--- src/rtl/cseq_pkg.sv ---
package cseq_pkg;
  localparam int CODE_W = 5;
  typedef logic [CODE_W-1:0] code_t;

  // Effective window: requested length clamped to the hard maximum.
  function automatic int eff_window(input int req, input int cap);
    return (req < cap) ? req : cap;
  endfunction

  // Counter width able to hold 0..n.
  function automatic int cnt_width(input int n);
    return (n < 1) ? 1 : $clog2(n + 1);
  endfunction

  function automatic code_t pick_code(input logic sel, input code_t a, input code_t b);
    return sel ? b : a;
  endfunction
endpackage

--- src/rtl/cseq_sync.sv ---
module cseq_sync #(
  parameter int STAGES = 2
) (
  input  logic clk,
  input  logic rst_n,
  input  logic d_i,
  output logic q_o
);
  localparam int N = (STAGES < 2) ? 2 : STAGES;

  logic [N-1:0] chain;

  generate
    for (genvar s = 0; s < N; s++) begin : g_stage
      if (s == 0) begin : g_first
        always_ff @(posedge clk or negedge rst_n) begin
          if (!rst_n) chain[0] <= 1'b0;
          else        chain[0] <= d_i;
        end
      end else begin : g_next
        always_ff @(posedge clk or negedge rst_n) begin
          if (!rst_n) chain[s] <= 1'b0;
          else        chain[s] <= chain[s-1];
        end
      end
    end
  endgenerate

  assign q_o = chain[N-1];
endmodule

--- src/rtl/cseq_code_sel.sv ---
module cseq_code_sel
  import cseq_pkg::*;
(
  input  logic  clk,
  input  logic  rst_n,
  input  logic  sel_i,
  input  code_t code_a_i,
  input  code_t code_b_i,
  output code_t code_o,
  output logic  chg_o
);
  code_t code_q;
  code_t code_nxt;

  assign code_nxt = pick_code(sel_i, code_a_i, code_b_i);
  assign chg_o    = (code_nxt != code_q);

  always_ff @(posedge clk or negedge rst_n) begin
    if (!rst_n) code_q <= '1;
    else        code_q <= code_nxt;
  end

  assign code_o = code_q;

  AST_CODE_FOLLOWS: assert property (@(posedge clk) disable iff (!rst_n)
    1'b1 |=> code_o == pick_code($past(sel_i), $past(code_a_i), $past(code_b_i))) else $error("code");
endmodule

--- src/rtl/cseq_pg_timer.sv ---
module cseq_pg_timer
  import cseq_pkg::*;
#(
  parameter int WIN_CYCLES     = 50,
  parameter int WIN_MAX_CYCLES = 70
) (
  input  logic clk,
  input  logic rst_n,
  input  logic trig_i,
  output logic busy_o
);
  localparam int WIN_EFF = eff_window(WIN_CYCLES, WIN_MAX_CYCLES);
  localparam int CW      = cnt_width(WIN_EFF);
  localparam logic [CW-1:0] WIN_LD = CW'(WIN_EFF);

  logic [CW-1:0] cnt;

  always_ff @(posedge clk or negedge rst_n) begin
    if (!rst_n)             cnt <= '0;
    else if (trig_i)        cnt <= WIN_LD;
    else if (cnt != '0)     cnt <= cnt - 1'b1;
  end

  assign busy_o = (cnt != '0);

  AST_WIN_BOUND: assert property (@(posedge clk) disable iff (!rst_n)
    cnt <= WIN_LD) else $error("window bound");
  AST_WIN_RESTART: assert property (@(posedge clk) disable iff (!rst_n)
    trig_i |=> busy_o && cnt == WIN_LD) else $error("restart");
  AST_WIN_COUNTDOWN: assert property (@(posedge clk) disable iff (!rst_n)
    (busy_o && !trig_i) |=> cnt == $past(cnt) - 1'b1) else $error("countdown");
endmodule

--- src/rtl/conv_enable_seq.sv ---
module conv_enable_seq
  import cseq_pkg::*;
#(
  parameter int N_CONV         = 3,
  parameter int WIN_CYCLES     = 50,
  parameter int WIN_MAX_CYCLES = 70,
  parameter int SYNC_STAGES    = 2
) (
  input  logic              clk,
  input  logic              rst_n,
  input  logic              ext_on_i,
  input  logic              bus_on_i,
  input  logic              sel_i,
  input  logic [CODE_W-1:0] code_a_i,
  input  logic [CODE_W-1:0] code_b_i,
  output logic [CODE_W-1:0] code_o,
  output logic [N_CONV-1:0] en_pd_o,
  output logic              pg_pd_o
);
  logic ext_on_s;
  logic run_req;
  logic run_q;
  logic release_ev;
  logic code_chg_ev;
  logic win_trig;
  logic win_busy;

  cseq_sync #(.STAGES(SYNC_STAGES)) u_sync (
    .clk   (clk),
    .rst_n (rst_n),
    .d_i   (ext_on_i),
    .q_o   (ext_on_s)
  );

  assign run_req = ext_on_s & bus_on_i;

  always_ff @(posedge clk or negedge rst_n) begin
    if (!rst_n) run_q <= 1'b0;
    else        run_q <= run_req;
  end

  assign release_ev = run_req & ~run_q;

  cseq_code_sel u_code (
    .clk      (clk),
    .rst_n    (rst_n),
    .sel_i    (sel_i),
    .code_a_i (code_a_i),
    .code_b_i (code_b_i),
    .code_o   (code_o),
    .chg_o    (code_chg_ev)
  );

  assign win_trig = release_ev | code_chg_ev;

  cseq_pg_timer #(
    .WIN_CYCLES     (WIN_CYCLES),
    .WIN_MAX_CYCLES (WIN_MAX_CYCLES)
  ) u_timer (
    .clk    (clk),
    .rst_n  (rst_n),
    .trig_i (win_trig),
    .busy_o (win_busy)
  );

  generate
    for (genvar g = 0; g < N_CONV; g++) begin : g_en
      assign en_pd_o[g] = ~run_q;
    end
  endgenerate

  assign pg_pd_o = ~run_q | win_busy;

  AST_EN_UNIFORM: assert property (@(posedge clk) disable iff (!rst_n)
    ($countones(en_pd_o) == 0) || ($countones(en_pd_o) == N_CONV)) else $error("uniform");
  AST_EN_NEEDS_BIT: assert property (@(posedge clk) disable iff (!rst_n)
    !en_pd_o[0] |-> $past(bus_on_i)) else $error("needs bit");
  AST_OFF_PG_LOW: assert property (@(posedge clk) disable iff (!rst_n)
    en_pd_o[0] |-> pg_pd_o) else $error("off pg");
  AST_RELEASE_PG_LOW: assert property (@(posedge clk) disable iff (!rst_n)
    $fell(en_pd_o[0]) |-> pg_pd_o) else $error("release pg");
  AST_CODE_CHANGE_PG: assert property (@(posedge clk) disable iff (!rst_n)
    !$stable(code_o) |-> pg_pd_o) else $error("code pg");
endmodule

--- config.mk ---
export PLATFORM = sky130hd
export DESIGN_NAME = conv_enable_seq
export DESIGN_NICKNAME = d
export VERILOG_FILES = /design/src/rtl/cseq_pkg.sv /design/src/rtl/cseq_sync.sv /design/src/rtl/cseq_code_sel.sv /design/src/rtl/cseq_pg_timer.sv /design/src/rtl/conv_enable_seq.sv
export SDC_FILE = /design/constraint.sdc
export NUM_CORES = 1
export LEC_CHECK = 0
export BUFFER_PORTS_ARGS = -buffer_cell sky130_fd_sc_hd__buf_2
export CAP_MARGIN = 20
export CORE_MARGIN = 10
export CORE_UTILIZATION = 45
export CTS_CLUSTER_DIAMETER = 150
export DETAILED_ROUTE_END_ITERATION = 16
export PLACE_DENSITY = 0.78
export SLEW_MARGIN = 0
export SYNTH_ARGS = -nofsm -noshare
export SYNTH_HDL_FRONTEND = slang
export SYNTH_SLANG_ARGS = --single-unit
--- constraint.sdc ---
create_clock -name clk -period 2 [get_ports clk]
set_clock_uncertainty 0.1 [all_clocks]
set_input_delay 0.3 -clock clk [delete_from_list [all_inputs] [get_ports clk]]
set_output_delay 0.3 -clock clk [all_outputs]
set_load 0.02 [all_outputs]
==> results.yml, run 1 <==
critical_path:
  cp_cell_sequence: "nor3_2 -> and3_2 -> nand2_1 -> buf_2"
  required_ns: 1.60
  endpoint_kind: "output pin"
  crit_fanout: 6
  worst-path-buf-inv: 1
  max_stage_delay_ns: 0.43
  worstSetupStartpointType: "register"
  slowest_stage: "dfrtp_1"
  critical_path_class: "reg -> out"
  crit_arrival_ns: 1.46
  path_delay_family: "simple AND/OR/NAND/NOR gates"
min_path:
  min_path_type: "in -> reg"
synthesis:
  synth_edf_count: 0
  synth_seq_area_share: 0.501
  synth_top_area_frac: 0.316
  synth_area_leaders: "dfrtp_1 32%, dfstp_2 18%, mux2_2 7.9%, xor2_1 4.9%, a2111oi_4 3.9%"
  yosys_warnings: 0
  synth.most_common_cell: "dfrtp_1"
  syn_avg_cell_area_um2: 11.7
  async_flop_share: 1.00
  synth_top_cells_by_count: "9 x dfrtp_1, 5 x dfstp_2, 5 x mux2_2"
  yosysTopAreaCell: "dfrtp_1"
  syn_nets: 78
  ys.flop_type: "dfrtp_1"
  synthCells: 61
  ys_ff_latch: 14
  ys_types: 25
  netlist_area_um2: 712
floorplanning:
  rows: 14
  core_um2: 1510
  initial_core_util: 0.473
  die_h_um: 59.8
  die_w_um: 59.8
  io_pins: 24
  dieArea_um2: 3570
timing:
  finalSetupTns_ns: 0
  min_period_over_period: 0.931
  setup_violations: 0
  max_freq_ghz: 0.537
  relSlewSlack: 0.742
  slew_violations: 0
  tightest_slew_ns: 0.386
  hold_viol: 0
  min_period_ns: 1.86
  rsz0062_at_grt: "no"
global_routing:
  grt_max_degree: 15
  grt_usage: 0.0847
  grt_pass1_vias: 573
  antenna_found_initial: 0
  grt_first_pass_wirelength_um: 2390
  grt-ovfl-total: 0
place:
  numPlacedInstances: 97
  portBuffers: 23
  globalplace.congestion: 0.790
  hpwlAfterDp_um: 1110
power_and_ir_drop:
  peakVddDrop_mv: 0.453
  p_leak_nw: 0.426
  powerDensity_nw_per_um2: 689
clock_tree:
  postCtsSetupBuffers: 0
  cts_buffer_depth: 2
  clock_sinks: 14
  numCtsBuffers: 3
  ctsHtreeMaxLevel: 1
  ctsRootBufferMaster: "clkbuf_4"
  cts_tree: "yes"
  insertion_delay_ns: 0.27
  clk_pin_slew_worst_paths_ns: 0.08
layout:
  layout.nets: 104
  drive_above_1_share: 0.488
  post_layout_nonfiller_instances: 102
  fin_util: 0.585
  syn_to_final_growth_pct: 23.7
  antenna_cells: 0
drt:
  drtIter0Drc: 9
  viasPerCell: 5.08
  vias: 518
  routedWlPerCell_um: 13.5
  ant_nets: 0
  routed_wl_um: 1380
  firstDrtPassIters: 4
  drc_errors: 0
flow_run:
  maxCapViolations: 0
run_status:
  status: "finished clean"
through the flow:
stage,hold slack (ns),instance area [um2],total power (W),setup WS [ns]
2_1_floorplan,-0.0956,712,0.000383,0.431
3_3_place_gp,0.0995,828,0.000415,0.283
3_5_place_dp,0.105,828,0.000418,0.232
4_1_cts,0.0233,875,0.000618,0.0224
5_1_grt,0.0106,881,0.000647,0.0142
6_report,0.0317,881,0.000606,0.138
worst register-to-register path, stage by stage (launching register included):
cell and delay [ns]:
dfrtp_1 0.43, nor3_2 0.26, and3_2 0.29, mux2_2 0.36, nand3_1 0.08
cell type report:
type	instances	area [um2]
fill	129	626
sequential	14	357
multi-input combinational	40	328
timing repair buffer	24	125
clock buffer	4	36.3
tap	16	20.0
inverter	4	15.0
state kept, by name (all words and copies together), names as in the netlist:
name	count
run_q	1
u_code.code_o	5
u_sync.chain	1
u_sync.q_o	1
u_timer.cnt	6
path summary, 6_finish.rpt:
path	startpoint	end	slack, ns	depth (start not counted)
worst min-delay path	ext_on_i	u_sync.chain[0]$_DFF_PN0_	0.03	1
worst min register to register	u_sync.chain[0]$_DFF_PN0_	u_sync.q_o$_DFF_PN0_	0.25	0
worst max-delay path	u_timer.cnt[2]$_DFFE_PN0P_	pg_pd_o	0.14	4
worst max register to register	u_timer.cnt[2]$_DFFE_PN0P_	u_timer.cnt[1]$_DFFE_PN0P_	0.43	4
max in group asynchronous	rst_n	u_code.code_o[0]$_DFF_PN1_	1.18	2
min in group asynchronous	rst_n	u_timer.cnt[0]$_DFFE_PN0P_	0.34	2
timing repair:
action,4_1_cts,5_1_grt
setup endpoints to repair,0,1
gates resized for setup,0,2
endpoints found under the hold margin,9,0
hold buffers,1,0
power by group:
part | switching, W | leakage [nW] | internal (W)
Sequential | 0.00000849 | 0.157 | 0.000301
Combinational | 0.0000583 | 0.248 | 0.0000450
Clock | 0.0000827 | 0.0210 | 0.000111
Total | 0.000149 | 0.426 | 0.000457
cells by family (layout without fill, tap and decap cells):
| family | after synthesis | count (layout) | synth area share |
|---|---|---|---|
| fa+ha+maj | 2 | 2 | 0.0351 |
| compound gates | 7 | 7 | 0.0861 |
| flops | 14 | 14 | 0.501 |
| buf+inv | 7 | 32 | 0.0474 |
| simple gates | 18 | 18 | 0.132 |
| mux | 7 | 7 | 0.114 |
| xor+xnor | 6 | 6 | 0.0844 |
metal layers:
layer | part of all wire | vias to the layer above | wire length (um) | global-route usage
li1 | - | 256 | - | -
met1 | 0.41 | 237 | 563 | 0.0962
met3 | 0.089 | 0 | 123 | 0.0381
met4 | 0 | 0 | 0 | 0.0288
met2 | 0.50 | 25 | 695 | 0.137
met5 | 0 | - | 0 | 0
placed cells by master, fill, tap and decap left out, types with 2 or more instances in the layout:
master,netlist,routed
a21oi_1,2,2
o21ai_0,2,2
nor2_1,4,4
nand2_1,2,2
clkbuf_4,0,3
ha_1,2,2
dfrtp_1,9,9
nand2b_1,2,2
buf_2,0,23
dfstp_2,5,5
mux2_2,5,5
nand3_1,3,3
xor2_1,4,4
inv_1,4,4
and3_1,4,3
No activity file was read; power rests on OpenSTA's default activity.
==> run 2: changes to the inputs <==
- clock period: 2 -> 1.8 ns (I/O delays scaled with it)
==> run 2 against run 1 <==
Via count rose by 1.2%. Sequential share of layout area is 2.1 points lower. Routed wire length is 4.1% higher. Utilization grew 3.7 points. Die area is the same. Hold slack better by 0.12 ns. Power rose by 12%. Global-route usage is 0.47 points higher. Design area up 6.3%. Sequential power up 11%. Clock power grew 11%. Register-to-register slack lost 0.22 ns.
==> results.yml, run 2 (synthesis gave the netlist of run 1 again) <==
floorplanning:
  initial_core_util: 0.473
  dieArea_um2: 3570
  rows: 14
  die_h_um: 59.8
  die_w_um: 59.8
  io_pins: 24
  core_um2: 1510
critical_path:
  crit_fanout: 5
  worst_r2r_path_depth: 4
  crit_arrival_ns: 1.37
  max_stage_delay_ns: 0.41
  reg2reg_slack_ns: 0.21
  required_ns: 1.43
  worstSetupStartpointType: "register"
  critical_path_class: "reg -> out"
  worstReg2RegEnd: "u_timer.cnt[3]$_DFFE_PN0P_"
  r2r-start: "u_timer.cnt[0]$_DFFE_PN0P_"
  cp_cell_sequence: "inv_2 -> ha_2 -> and3_4 -> nand2_1 -> buf_2"
  endpoint_kind: "output pin"
  slowest_stage: "dfrtp_1"
drt:
  routed_wl_um: 1440
  drc_errors: 0
  viasPerCell: 4.90
  routedWlPerCell_um: 13.4
  vias: 524
  drtIter0Drc: 8
  firstDrtPassIters: 3
  ant_nets: 0
timing:
  relSlewSlack: 0.742
  max_freq_ghz: 0.575
  min_period_ns: 1.74
  hold_viol: 0
  min_period_over_period: 0.967
  slew_violations: 0
  finalSetupTns_ns: 0
  tightest_slew_ns: 0.387
  setup_violations: 0
min_path:
  min_path_type: "in -> reg"
  hp-start: "code_a_i[2]"
  hold-path-endpoint: "u_code.code_o[2]$_DFF_PN1_"
  min_path_cells: 2
clock_tree:
  clock_sinks: 14
  numCtsBuffers: 3
  clk_pin_slew_worst_paths_ns: 0.08
  ctsHtreeMaxLevel: 1
  ctsRootBufferMaster: "clkbuf_4"
  insertion_delay_ns: 0.27
  cts_tree: "yes"
  cts_buffer_depth: 2
global_routing:
  antenna_found_initial: 0
  grt_first_pass_wirelength_um: 2520
  grt_pass1_vias: 591
  grt_max_degree: 15
  grt_usage: 0.0894
  grt-ovfl-total: 0
place:
  portBuffers: 23
  hpwlAfterDp_um: 1110
  globalplace.congestion: 0.790
  numPlacedInstances: 97
  placed_area_um2: 828
flow_run:
  maxCapViolations: 0
layout:
  fillers: 123
  largest_reg_flops: 6
  antenna_cells: 0
  drive_above_1_share: 0.560
  post_layout_nonfiller_instances: 107
  syn_to_final_growth_pct: 31.5
  final_cell_mix: "23 x buf_2, 7 x dfrtp_1, 5 x mux2_2, 5 x dfstp_2"
  fin_area_um2: 936
  regMostFlops: "u_timer.cnt"
  layout.nets: 109
  final_common_cell: "buf_2"
power_and_ir_drop:
  powerDensity_nw_per_um2: 727
  p_leak_nw: 0.437
  peakVddDrop_mv: 0.490
run_status:
  status: "finished clean"
[run 2: stage by stage]
stage | hold WS, ns | total power [W] | util | setup slack (ns)
CTS | 0.145 | 0.000690 | 0.599 | 0.000423
global placement | 0.0695 | 0.000461 | 0.550 | 0.113
detailed placement | 0.0748 | 0.000465 | 0.550 | 0.0619
global route | 0.144 | 0.000724 | 0.621 | -0.00157
finish | 0.157 | 0.000680 | 0.621 | 0.0595
floorplan | -0.126 | 0.000425 | - | 0.231
[run 2: worst max-delay path by stage]
stage / end / from / slack, ns
3_3_place_gp: u_timer.cnt[2]$_DFFE_PN0P_ / sel_i / 0.11
6_report: pg_pd_o / u_timer.cnt[1]$_DFFE_PN0P_ / 0.06
3_5_place_dp: u_timer.cnt[3]$_DFFE_PN0P_ / sel_i / 0.06
4_1_cts: pg_pd_o / u_timer.cnt[1]$_DFFE_PN0P_ / 0.0004
5_1_grt: pg_pd_o / u_timer.cnt[1]$_DFFE_PN0P_ / -0.002
2_1_floorplan: u_timer.cnt[1]$_DFFE_PN0P_ / u_timer.cnt[2]$_DFFE_PN0P_ / 0.23
[run 2: power breakdown]
group	switching [W]	internal [W]	total, W	leakage [nW]
registers	0.00000891	0.000335	0.000344	0.154
logic	0.0000670	0.0000541	0.000121	0.263
clock network	0.0000922	0.000123	0.000215	0.0210
[run 2: cell type report]
type,instances,area [um2],area share
flip-flops and latches,14,359,0.384
multi-input cells,40,340,0.364
repair buffers,29,165,0.176
clock buffers,4,36.3,0.0388
well taps,16,20.0,0.0214
inverters,4,15.0,0.0160
[run 2: what timing repair did]
item                                   4_1_cts  5_1_grt
hold buffers                                 2        0
gates resized for setup                      3        6
gates cloned                                 0        0
buffers inserted                             1        3
endpoints found under the hold margin       10        0
pin swaps                                    0        1
setup endpoints to repair                    1        1
[run 2: critical path: cells and delay by family (launching register included)]
kind | cells | cell delay (ns)
fa+ha+maj | 1 | 0.19
simple gates | 2 | 0.26
flops | 1 | 0.41
buf+inv | 2 | 0.24
[run 2: per-layer routing]
layer | GRT usage | vias up | share of wire
met5 | 0 | - | 0
met4 | 0.0288 | 0 | 0
met3 | 0.0339 | 0 | 0.062
met2 | 0.144 | 17 | 0.49
met1 | 0.106 | 240 | 0.45
li1 | - | 267 | -
==> run 3: changes to the inputs <==
- BUFFER_PORTS_ARGS: -buffer_cell sky130_fd_sc_hd__buf_2 -> not set
- DONT_BUFFER_PORTS: not set -> 1
- PLACE_DENSITY: 0.78 -> 0.65
- REMOVE_ABC_BUFFERS: not set -> 1
==> run 3 against run 2 <==
Global-route usage fell by 1.5 points. Via count fell by 17%. Largest cell class unchanged. Maximum frequency rose by 2.5%. Combinational power fell by 34%. Clock-buffer cell count did not move. Design area fell by 16%.
==> results.yml, run 3 (synthesis gave the netlist of run 1 again) <==
layout:
  seq_area_um2: 357
  antenna_cells: 0
  layout.nets: 83
  fin_util: 0.521
  fillers: 127
  final_common_cell: "dfrtp_1"
  final_cell_mix: "9 x dfrtp_1, 5 x mux2_2, 5 x dfstp_2"
  multi_input_area_um2: 339
  largest_reg_flops: 6
  drive_above_1_share: 0.308
  regMostFlops: "u_timer.cnt"
  syn_to_final_growth_pct: 10.2
clock_tree:
  clk_pin_slew_worst_paths_ns: 0.08
  insertion_delay_ns: 0.26
  ctsRootBufferMaster: "clkbuf_4"
  cts_buffer_depth: 2
  postCtsSetupBuffers: 0
  numCtsBuffers: 3
  cts_tree: "yes"
  ctsHtreeMaxLevel: 1
  clock_sinks: 14
min_path:
  min_path_type: "in -> reg"
  min_path_cells: 1
floorplanning:
  core_um2: 1510
  dieArea_um2: 3570
  io_pins: 24
  initial_core_util: 0.473
  die_w_um: 59.8
  rows: 14
  die_h_um: 59.8
drt:
  routed_wl_um: 1240
  viasPerCell: 5.40
  routedWlPerCell_um: 15.2
  drtIter0Drc: 3
  firstDrtPassIters: 3
  ant_nets: 0
  vias: 437
  drc_errors: 0
global_routing:
  grt_usage: 0.0748
  grt_max_degree: 15
  grt_first_pass_wirelength_um: 2060
  antenna_found_initial: 0
  grt_pass1_vias: 491
  grt-ovfl-total: 0
timing:
  max_freq_ghz: 0.589
  finalSetupTns_ns: 0
  hold_viol: 0
  min_period_over_period: 0.943
  min_period_ns: 1.70
  tightest_slew_ns: 0.591
  relSlewSlack: 0.604
  setup_slack_ns: 0.102
  rsz0062_at_grt: "no"
  setup_violations: 0
  slew_violations: 0
place:
  portBuffers: 0
  hpwlAfterDp_um: 960
  pre_cts_slack_ns: 0.175
  globalplace.congestion: 0.707
flow_run:
  maxCapViolations: 0
power_and_ir_drop:
  p_leak_nw: 0.354
  peakVddDrop_mv: 0.525
  powerDensity_nw_per_um2: 777
critical_path:
  endpoint_kind: "output pin"
  critical_path_class: "reg -> out"
  required_ns: 1.43
  worstSetupStartpointType: "register"
  crit_arrival_ns: 1.33
  worst_r2r_path_depth: 5
  crit_fanout: 5
run_status:
  status: "finished clean"
-- run 3: worst paths after layout --
check                                                  end  slack (ns)                        from
worst max-delay path                               pg_pd_o        0.10  u_timer.cnt[0]$_DFFE_PN0P_
worst min-delay path            u_code.code_o[2]$_DFF_PN1_        0.08                 code_b_i[2]
worst max register to register  u_timer.cnt[1]$_DFFE_PN0P_        0.23  u_timer.cnt[0]$_DFFE_PN0P_
worst min register to register        u_sync.q_o$_DFF_PN0_        0.25   u_sync.chain[0]$_DFF_PN0_
max in group asynchronous       u_timer.cnt[2]$_DFFE_PN0P_        0.87                       rst_n
min in group asynchronous        u_sync.chain[0]$_DFF_PN0_        0.34                       rst_n
-- run 3: area by class of cell --
| cell class | count | area share |
|---|---|---|
| Multi-Input combinational cell | 40 | 0.432 |
| Timing Repair Buffer | 3 | 0.0351 |
| Inverter | 4 | 0.0191 |
| Clock buffer | 4 | 0.0335 |
| Tap cell | 16 | 0.0255 |
| Sequential cell | 14 | 0.455 |
-- run 3: routing by layer --
layer  GRT usage  share of wire  vias to the layer above
li1            -              -                      213
met4      0.0481         0.0065                        0
met2       0.129           0.52                       16
met1      0.0639           0.37                      206
met3      0.0424           0.10                        2
met5           0              0                        -
-- run 3: report_power, final --
group          switching (W)  total [W]  internal (W)  leakage [nW]
combinational      0.0000446  0.0000793     0.0000346         0.182
clock              0.0000853   0.000171     0.0000856        0.0150
sequential         0.0000233   0.000359      0.000336         0.157
-- run 3: repair_timing --
item | 4_1_cts | 5_1_grt
endpoints found under the hold margin | 15 | 0
gates resized for setup | 3 | 2
setup endpoints to repair | 1 | 1
cloned | 0 | 0
hold buffers | 2 | 0
-- run 3: metrics by stage --
| step | area [um2] | instances | hold WS, ns | total power [W] |
|---|---|---|---|---|
| detailed placement | 721 | 75 | -0.125 | 0.000435 |
| global route | 785 | 81 | 0.0616 | 0.000641 |
| finish | 785 | 81 | 0.0789 | 0.000609 |
| floorplan | 693 | 58 | -0.126 | 0.000422 |
| CTS | 776 | 81 | 0.0687 | 0.000621 |
| global placement | 721 | 75 | -0.125 | 0.000434 |
-- run 3: critical path, cell delays in order, from the launching register on --
cell     delay, ns
dfrtp_1       0.43
inv_1         0.10
ha_1          0.20
and3_4        0.25
nand2_4       0.08
